--- src/rtl/smmul_pkg.sv ---
package smmul_pkg;
  typedef enum logic [1:0] {
    ST_IDLE = 2'd0,
    ST_LOAD = 2'd1,
    ST_ITER = 2'd2,
    ST_DONE = 2'd3
  } smmul_state_e;
endpackage

--- src/rtl/smmul_ctrl.sv ---
module smmul_ctrl
  import smmul_pkg::*;
#(
  parameter int MAG_W = 7,
  localparam int CNT_W = (MAG_W > 1) ? $clog2(MAG_W) : 1
) (
  input  logic             clk,
  input  logic             rst,
  input  logic             start,
  output logic             ld,
  output logic             clr,
  output logic             step,
  output logic             fin,
  output logic [CNT_W-1:0] cnt
);
  localparam logic [CNT_W-1:0] LAST = CNT_W'(MAG_W - 1);

  smmul_state_e state;

  always_ff @(posedge clk) begin
    if (rst) begin
      state <= ST_IDLE;
      cnt   <= '0;
    end else begin
      case (state)
        ST_IDLE: if (start) state <= ST_LOAD;
        ST_LOAD: begin
          cnt   <= '0;
          state <= ST_ITER;
        end
        ST_ITER: begin
          cnt <= cnt + 1'b1;
          if (cnt == LAST) state <= ST_DONE;
        end
        default: state <= ST_IDLE;
      endcase
    end
  end

  assign ld   = (state == ST_IDLE) && start;
  assign clr  = (state == ST_LOAD);
  assign step = (state == ST_ITER);
  assign fin  = (state == ST_DONE);

  // a busy controller never goes back to loading
  assert_busy_ignore_R7: assert property (@(posedge clk) disable iff (rst)
    (state != ST_IDLE) |=> (state != ST_LOAD));

  // iteration index stays within the magnitude width
  assert_iter_bound_R6: assert property (@(posedge clk) disable iff (rst)
    (state == ST_ITER) |-> (cnt <= LAST));

  // completion state lasts a single cycle
  assert_fin_single_R6: assert property (@(posedge clk) disable iff (rst)
    fin |=> !fin);
endmodule

--- src/rtl/smmul_shreg.sv ---
module smmul_shreg #(
  parameter int MAG_W = 7
) (
  input  logic             clk,
  input  logic             rst,
  input  logic             load,
  input  logic             shift,
  input  logic [MAG_W-1:0] din,
  output logic             ser
);
  logic [MAG_W-1:0] q;

  always_ff @(posedge clk) begin
    if (rst)        q <= '0;
    else if (load)  q <= din;
    else if (shift) q <= {1'b0, q[MAG_W-1:1]};
  end

  assign ser = q[0];

  generate
    if (MAG_W > 1) begin : g_chk
      // the next serial bit is the one above the bit just consumed
      assert_serial_order_R2: assert property (@(posedge clk) disable iff (rst)
        (shift && !load) |=> (ser == $past(q[1])));
    end
  endgenerate
endmodule

--- src/rtl/smmul_datapath.sv ---
module smmul_datapath #(
  parameter int MAG_W = 7,
  localparam int OP_W   = MAG_W + 1,
  localparam int ACC_W  = 2 * MAG_W,
  localparam int PROD_W = 2 * OP_W,
  localparam int CNT_W  = (MAG_W > 1) ? $clog2(MAG_W) : 1
) (
  input  logic              clk,
  input  logic              rst,
  input  logic              ld,
  input  logic              clr,
  input  logic              step,
  input  logic              fin,
  input  logic [CNT_W-1:0]  cnt,
  input  logic              ser,
  input  logic [OP_W-1:0]   op_a,
  input  logic [OP_W-1:0]   op_b,
  output logic [PROD_W-1:0] product,
  output logic              done
);
  logic [MAG_W-1:0] mcand;
  logic             sgn_a, sgn_b;
  logic [ACC_W-1:0] acc;
  logic [MAG_W-1:0] partial;
  logic [ACC_W-1:0] addend;
  logic             res_sign;

  assign partial  = ser ? mcand : '0;
  assign addend   = {{(ACC_W-MAG_W){1'b0}}, partial} << cnt;
  assign res_sign = (sgn_a ^ sgn_b) && (acc != '0);

  always_ff @(posedge clk) begin
    if (rst) begin
      mcand <= '0;
      sgn_a <= 1'b0;
      sgn_b <= 1'b0;
      acc   <= '0;
    end else begin
      if (ld) begin
        mcand <= op_b[MAG_W-1:0];
        sgn_a <= op_a[OP_W-1];
        sgn_b <= op_b[OP_W-1];
      end
      if (clr)       acc <= '0;
      else if (step) acc <= acc + addend;
    end
  end

  always_ff @(posedge clk) begin
    if (rst) begin
      product <= '0;
      done    <= 1'b0;
    end else begin
      done <= fin;
      if (fin) product <= {res_sign, {(PROD_W-ACC_W-1){1'b0}}, acc};
    end
  end

  // result register only moves on completion
  assert_result_hold_R9: assert property (@(posedge clk) disable iff (rst)
    !fin |=> $stable(product));

  // a set sign bit always comes with a nonzero magnitude
  assert_no_negzero_R4: assert property (@(posedge clk) disable iff (rst)
    product[PROD_W-1] |-> (product[ACC_W-1:0] != '0));

  // done is a single-cycle pulse
  assert_done_pulse_R6: assert property (@(posedge clk) disable iff (rst)
    done |=> !done);
endmodule

--- src/rtl/smmul_core.sv ---
module smmul_core #(
  parameter int MAG_W = 7,
  localparam int OP_W   = MAG_W + 1,
  localparam int PROD_W = 2 * OP_W,
  localparam int CNT_W  = (MAG_W > 1) ? $clog2(MAG_W) : 1
) (
  input  logic              clk,
  input  logic              rst,
  input  logic              start,
  input  logic [OP_W-1:0]   op_a,
  input  logic [OP_W-1:0]   op_b,
  output logic [PROD_W-1:0] product,
  output logic              done
);
  logic             ld, clr, step, fin, ser;
  logic [CNT_W-1:0] cnt;

  smmul_ctrl #(.MAG_W(MAG_W)) u_ctrl (
    .clk(clk), .rst(rst), .start(start),
    .ld(ld), .clr(clr), .step(step), .fin(fin), .cnt(cnt)
  );

  smmul_shreg #(.MAG_W(MAG_W)) u_shreg (
    .clk(clk), .rst(rst), .load(ld), .shift(step),
    .din(op_a[MAG_W-1:0]), .ser(ser)
  );

  smmul_datapath #(.MAG_W(MAG_W)) u_dp (
    .clk(clk), .rst(rst), .ld(ld), .clr(clr), .step(step), .fin(fin),
    .cnt(cnt), .ser(ser), .op_a(op_a), .op_b(op_b),
    .product(product), .done(done)
  );
endmodule

--- config.mk ---
export PLATFORM = sky130hd
export DESIGN_NAME = smmul_core
export DESIGN_NICKNAME = d
export VERILOG_FILES = /design/src/rtl/smmul_pkg.sv /design/src/rtl/smmul_ctrl.sv /design/src/rtl/smmul_shreg.sv /design/src/rtl/smmul_datapath.sv /design/src/rtl/smmul_core.sv
export SDC_FILE = /design/constraint.sdc
export NUM_CORES = 1
export LEC_CHECK = 0
export BUFFER_PORTS_ARGS = -buffer_cell sky130_fd_sc_hd__buf_2
export CAP_MARGIN = 20
export CORE_MARGIN = 2
export CORE_UTILIZATION = 55
export CTS_BUF_LIST = sky130_fd_sc_hd__clkbuf_8
export DETAILED_ROUTE_END_ITERATION = 7
export GPL_ROUTABILITY_DRIVEN = 0
export HOLD_SLACK_MARGIN = 0.12
export PLACE_DENSITY = 0.79
export SYNTH_ARGS = -nofsm -noshare
export SYNTH_HDL_FRONTEND = slang
export SYNTH_SLANG_ARGS = --single-unit
--- constraint.sdc ---
create_clock -name clk -period 2.94 [get_ports clk]
set_clock_uncertainty 0.15 [all_clocks]
set_input_delay 0.147 -clock clk [delete_from_list [all_inputs] [get_ports clk]]
set_output_delay 0.147 -clock clk [all_outputs]
set_load 0.03 [all_outputs]
### Word-level counts from Yosys, hierarchy flattened

Index checks and enable logic that the tools add are counted.

| cells by class | value |
|---|---|
| add/sub/neg operators | 2 |
| equality and inequality tests | 6 |
| muxes and demuxes | 7 |
| bitwise operators | 1 |
| reduce and logical (&&, ||, !) cells | 8 |
| shifts and indexed selects | 1 |

Operators with widths:

| operator | count |
|---|---|
| $mux W7 | 3 |
| $add A14 B14 Y14 | 1 |
| $reduce_bool A14 Y1 | 1 |
| $shl A7 B3 Y14 | 1 |
| $pmux W2 S3 | 1 |
| $pmux W3 S2 | 1 |
| $eq A2 B2 Y1 const B | 2 |
| $mux W2 | 2 |
| $reduce_bool A2 Y1 | 2 |
| $add A3 B1 Y3 const B | 1 |
| $eq A3 B3 Y1 const B | 1 |
| $eq A2 B1 Y1 const B | 1 |
| $logic_and A1 B1 Y1 | 2 |
| $logic_not A2 Y1 | 1 |
| $ne A2 B1 Y1 const B | 1 |
| $ne A2 B2 Y1 const B | 1 |
| $reduce_and A2 Y1 | 1 |
| $reduce_or A2 Y1 | 1 |
| $xor A1 B1 Y1 | 1 |

| word-level totals | value |
|---|---|
| output and inout port bits | 17 |
| input port bits | 19 |
| word-level logic and storage cells | 34 |
| bits in registers | 51 |

### Longest topological paths before layout

| depth | value |
|---|---|
| depth after elaboration | 3 |
| depth in mapped cells | 13 |
| depth with buffers taken out | 12 |

### Hierarchy

A second synthesis with hierarchy kept.

| unflattened totals | value |
|---|---|
| cell total of the unflattened synthesis | 355 |
| area total of the unflattened synthesis | 3084.2 um^2 |

By module, submodules not included:

| module | sequential area each (um^2) | area each (um^2) | instances | cells each |
|---|---|---|---|---|
| smmul_datapath | 780.7 | 2409.8 | 1 | 289 |
| smmul_ctrl | 100.1 | 359.1 | 1 | 36 |
| smmul_shreg | 140.1 | 315.3 | 1 | 30 |

### Worst setup path before layout

Ideal clock, no wire load.

| timing | value |
|---|---|
| path kind | register to register |
| from | reg u_ctrl.cnt[0] |
| to | reg u_dp.acc[13] |
| period minus slack after synthesis | 2961 ps |
| stages on the path, launching flop included | 12 |
| setup time | 116 ps |
| arrival time | 2696 ps |
| required time | 2674 ps |
| slack | -21 ps |
| path buffers | 1 |
| cells stage by stage | dfxtp_1 buf_2 mux4_2 nand3_1 o21ai_0 ha_1 a211oi_1 o21bai_1 a221oi_2 o221a_2 a31o_1 a21oi_2 |

| between the ends | value |
|---|---|
| word-level cells in the longest chain between the ends | 2 |

RTL lines:

| what | line | text |
|---|---|---|
| from (decl) | smmul_ctrl.sv:14 | `output logic [CNT_W-1:0] cnt` |
| from (signal assigned) | smmul_ctrl.sv:32 | `cnt <= cnt + 1'b1;` |
| $shl A7 B3 Y14 | smmul_datapath.sv:29 | `assign addend = {{(ACC_W-MAG_W){1'b0}}, partial} << cnt;` |
| $add A14 B14 Y14 | smmul_datapath.sv:45 | `else if (step) acc <= acc + addend;` |
| to (signal assigned) | smmul_datapath.sv:45 |  |
| to (decl) | smmul_datapath.sv:23 | `logic [ACC_W-1:0] acc;` |

No other way between the ends.
A chain may end at the register's enable or synchronous reset.

### Worst setup path in the final report

Ends and elaborated chain as after synthesis.

==> results.sh <==
export IMPL_gr_total_overflow=0
export IMPL_diodes=0
export IMPL_layout_setup_ws_ns=0.07124
export IMPL_finalCritPeriodShare_pct=97.58
export IMPL_slew_headroom_pct=50.49
export IMPL_crit_type="flip-flop to flip-flop"
export IMPL_path_cells="mux4_2 > nand3_2 > o21ai_1 > ha_1 > a211oi_2 > o21bai_1 > a221oi_2 > o221a_2 > a31o_1 > a21oi_2"
export IMPL_clk_pin_slew_worst_paths_ns=0.09
export IMPL_numCtsBuffers=5
export IMPL_synth_mux_area_share_pct=12.69
export IMPL_max_stage_delay_ns=0.53
export IMPL_antenna_found_initial=0
export IMPL_async_flop_share_pct=0
export IMPL_ys_seq_area_share_pct=33.96
export IMPL_timing_hold_violations_final=0
export IMPL_firstDrtPassIters=4
export IMPL_drc=0
export IMPL_synth_top_cell_area_share_pct=33.96
export IMPL_grt_pass1_vias=2531
export IMPL_grtUsageTotal_pct=23.57
export IMPL_crit_fanout=8
export IMPL_drtAntennaViolNets=0
export IMPL_synthXorXnorAreaFrac_pct=1.165
export IMPL_maxSlewViolCount=0
export IMPL_p_leak_nw=1.488
export IMPL_die_h_um=77.94
export IMPL_rows=26
export IMPL_critPathBufInv=0
export IMPL_avgViaCountPerCell=5.653
export IMPL_drive_above_1_share_pct=24.88
export IMPL_layout_nets=453
export IMPL_cts_tree="built"
export IMPL_synth_compound_area_share_pct=17.15
export IMPL_synth_ff_type="dfxtp_1"
export IMPL_cp_arrival_ns=2.92
export IMPL_fmax_mhz=348.6
export IMPL_worst_slew_pin_slew_ns=0.7427
export IMPL_syn_cell_area_um2=3007
export IMPL_cts_sinks=51
export IMPL_hold_start="start"
export IMPL_die_w_um=77.94
export IMPL_fill_cells=391
export IMPL_synth_top_family_by_area="simple AND/OR/NAND/NOR gates"
export IMPL_synthesis_nets=395
export IMPL_rsz0062_at_grt="true"
export IMPL_cp_end_kind="flip-flop"
export IMPL_hp_class="input port to flip-flop"
export IMPL_first_iter_violations=115
export IMPL_start_kind="flip-flop"
export IMPL_synth_simple_area_share_pct=21.43
export IMPL_reg2reg_from="u_ctrl.cnt[0]"
export IMPL_htree_levels=2
export IMPL_post_drt_wl_per_cell_um=14.35
export IMPL_dp_hpwl_um=4756
export IMPL_synth_top_cells_by_area="dfxtp_1, mux2i_1, ha_1"
export IMPL_drv_cap=0
export IMPL_cts_root_buf="clkbuf_8"
export IMPL_ys_ff_latch=51
export IMPL_instances_no_fill=484
export IMPL_synthAdderAreaFrac_pct=8.989
export IMPL_crit_family="compound AO/OA/AOI/OAI gates"
export IMPL_io_buffers=34
export IMPL_io_pins=36
export IMPL_clock_path_buffers=2
export IMPL_ys_warn_count=0
export IMPL_preCtsSetupSlack_ns=-0.1552
export IMPL_finalPower_w=0.001981
export IMPL_core_area_um2=5205
export IMPL_setup_viol=0
export IMPL_startpoint="u_ctrl.cnt[0]"
export IMPL_peakVddDrop_mv=0.3893
export IMPL_dp_cells=457
export IMPL_outcome="completed"
export IMPL_synthCells=355
export IMPL_dr_total_vias=2736
export IMPL_area_growth_pct=23.68
export IMPL_fin_crit_ns=2.869
export IMPL_synth_cell_types=55
export IMPL_initial_core_util_pct=57.76
export IMPL_grt_pass1_wl_um=11490
export IMPL_critical_path_slowest_cell="mux4_2"
export IMPL_power_density_nw_per_um2=532.8
export IMPL_wl_um=6946
export IMPL_netlist_top_cell_by_area="dfxtp_1"
export IMPL_synth_area_per_cell_um2=8.469
export IMPL_crit_required_ns=2.99
export IMPL_dieArea_um2=6074
export IMPL_clock_latency_ns=0.31
export IMPL_synth_edf_count=0
export IMPL_final_setup_tns_ns=0
export IMPL_grt_max_degree=40
through the flow:
step                      utilization [%]  hold WS (ns)  instance area [µm²]
after global placement              63.44        0.2381                 3302
after CTS                           68.80        0.1891                 3581
final                               71.44        0.1937                 3719
after detailed placement            63.44        0.2448                 3302
after global routing                71.44        0.2487                 3719
after floorplan                         -        0.1330                 3009
cell usage in the layout, fill, tap and decap left out, drive strengths merged, types with 3 or more instances in the layout:
master        n
dlygate4sd3  16
o211ai        4
a211oi       11
xnor2         4
nor2b         7
mux2i        28
dfxtp        51
a21oi        26
mux4          3
and2          6
nand3        10
or2           3
o21a          4
nand2        41
nor2         47
mux2          3
o21ai        14
clkbuf        5
nor4          3
inv          10
or3           3
ha           20
nand4         3
buf          55
nor3          4
kinds of logic (layout without fill, tap and decap cells):
| logic type | Yosys count | after routing |
|---|---|---|
| other | 1 | 1 |
| flip-flops | 51 | 51 |
| adder cells (fa/ha/maj) | 21 | 21 |
| AO/OA/AOI/OAI | 76 | 76 |
| XOR/XNOR | 4 | 4 |
| multiplexers | 34 | 34 |
| buffers and inverters | 30 | 89 |
| AND/OR/NAND/NOR | 138 | 138 |
state kept, by name, summed over array words and instances (netlist names):
| register | count |
|---|---|
| u_ctrl.state | 2 |
| u_dp.acc | 14 |
| u_dp.done | 1 |
| u_shreg.q | 7 |
| u_dp.sgn_a | 1 |
| u_dp.mcand | 7 |
| u_dp.product | 15 |
| u_ctrl.cnt | 3 |
| u_dp.sgn_b | 1 |
worst register-to-register path, stage by stage (launching register included):
cell and delay, ns:
dfxtp_4 0.42, mux4_2 0.53, nand3_2 0.09, o21ai_1 0.07
ha_1 0.34, a211oi_2 0.24, o21bai_1 0.13, a221oi_2 0.32
o221a_2 0.26, a31o_1 0.16, a21oi_2 0.05
area by class of cell:
| type | count | area [µm²] | share of cell area, % |
|---|---|---|---|
| multi-input combinational | 274 | 1963 | 52.79 |
| sequential | 51 | 1026 | 27.59 |
| timing repair buffer | 71 | 491.7 | 13.22 |
| tap | 70 | 87.58 | 2.355 |
| clock buffer | 5 | 68.82 | 1.851 |
| clock inverter | 3 | 43.79 | 1.178 |
| inverter | 10 | 37.54 | 1.009 |
worst paths after layout:
path / endpoint / slack, ns / depth (start not counted)
max: u_dp.acc[13] / 0.07 / 10
min: u_ctrl.state[0] / 0.19 / 5
max reg2reg: u_dp.acc[13] / 0.07 / 10
min reg2reg: u_dp.sgn_b / 0.32 / 2
metal layers:
| metal | wire, µm | share of wire, % | track usage [%] | vias up |
|---|---|---|---|---|
| li1 | - | - | - | 1383 |
| met1 | 3106 | 45 | 29.30 | 1270 |
| met2 | 3369 | 49 | 40.00 | 69 |
| met3 | 309 | 4.4 | 4.884 | 14 |
| met4 | 160 | 2.3 | 9.123 | 0 |
| met5 | 0 | 0 | 0 | - |
cell usage after synthesis, types with 2 or more instances:
| cell | n |
|---|---|
| or2_2 | 3 |
| o21a_1 | 4 |
| mux2_2 | 3 |
| clkbuf_1 | 12 |
| nand2_1 | 41 |
| nor2_1 | 47 |
| buf_6 | 2 |
| o21ai_0 | 12 |
| nand3_1 | 10 |
| buf_1 | 2 |
| xnor2_1 | 4 |
| nand2b_1 | 2 |
| a21o_1 | 2 |
| nor3_1 | 4 |
| nand4_1 | 2 |
| a21oi_1 | 25 |
| nor2b_1 | 7 |
| nor4_1 | 3 |
| buf_2 | 3 |
| nand4b_1 | 2 |
| and3_1 | 2 |
| o211ai_1 | 3 |
| ha_1 | 20 |
| inv_1 | 10 |
| and2_1 | 6 |
| nor3b_1 | 2 |
| nand3b_1 | 2 |
| a31oi_1 | 2 |
| or3_1 | 3 |
| a211oi_1 | 10 |
| mux2i_1 | 28 |
| mux4_2 | 3 |
| a41oi_1 | 2 |
| dfxtp_1 | 51 |
power by group:
group          leakage (nW)  switching, W  internal (W)
logic                  1.01      0.000387      0.000268
registers             0.415     0.0000715      0.000765
clock network        0.0581      0.000235      0.000253
total                  1.49      0.000694       0.00129
what timing repair did:
item / in CTS / in global routing
setup buffers: 0 / 3
setup endpoints to repair: 4 / 7
resized for setup: 2 / 28
pin swaps: 0 / 17
hold buffers: 16 / 0
endpoints found under the hold margin: 16 / 0
Power figures use the tool's default switching activity.
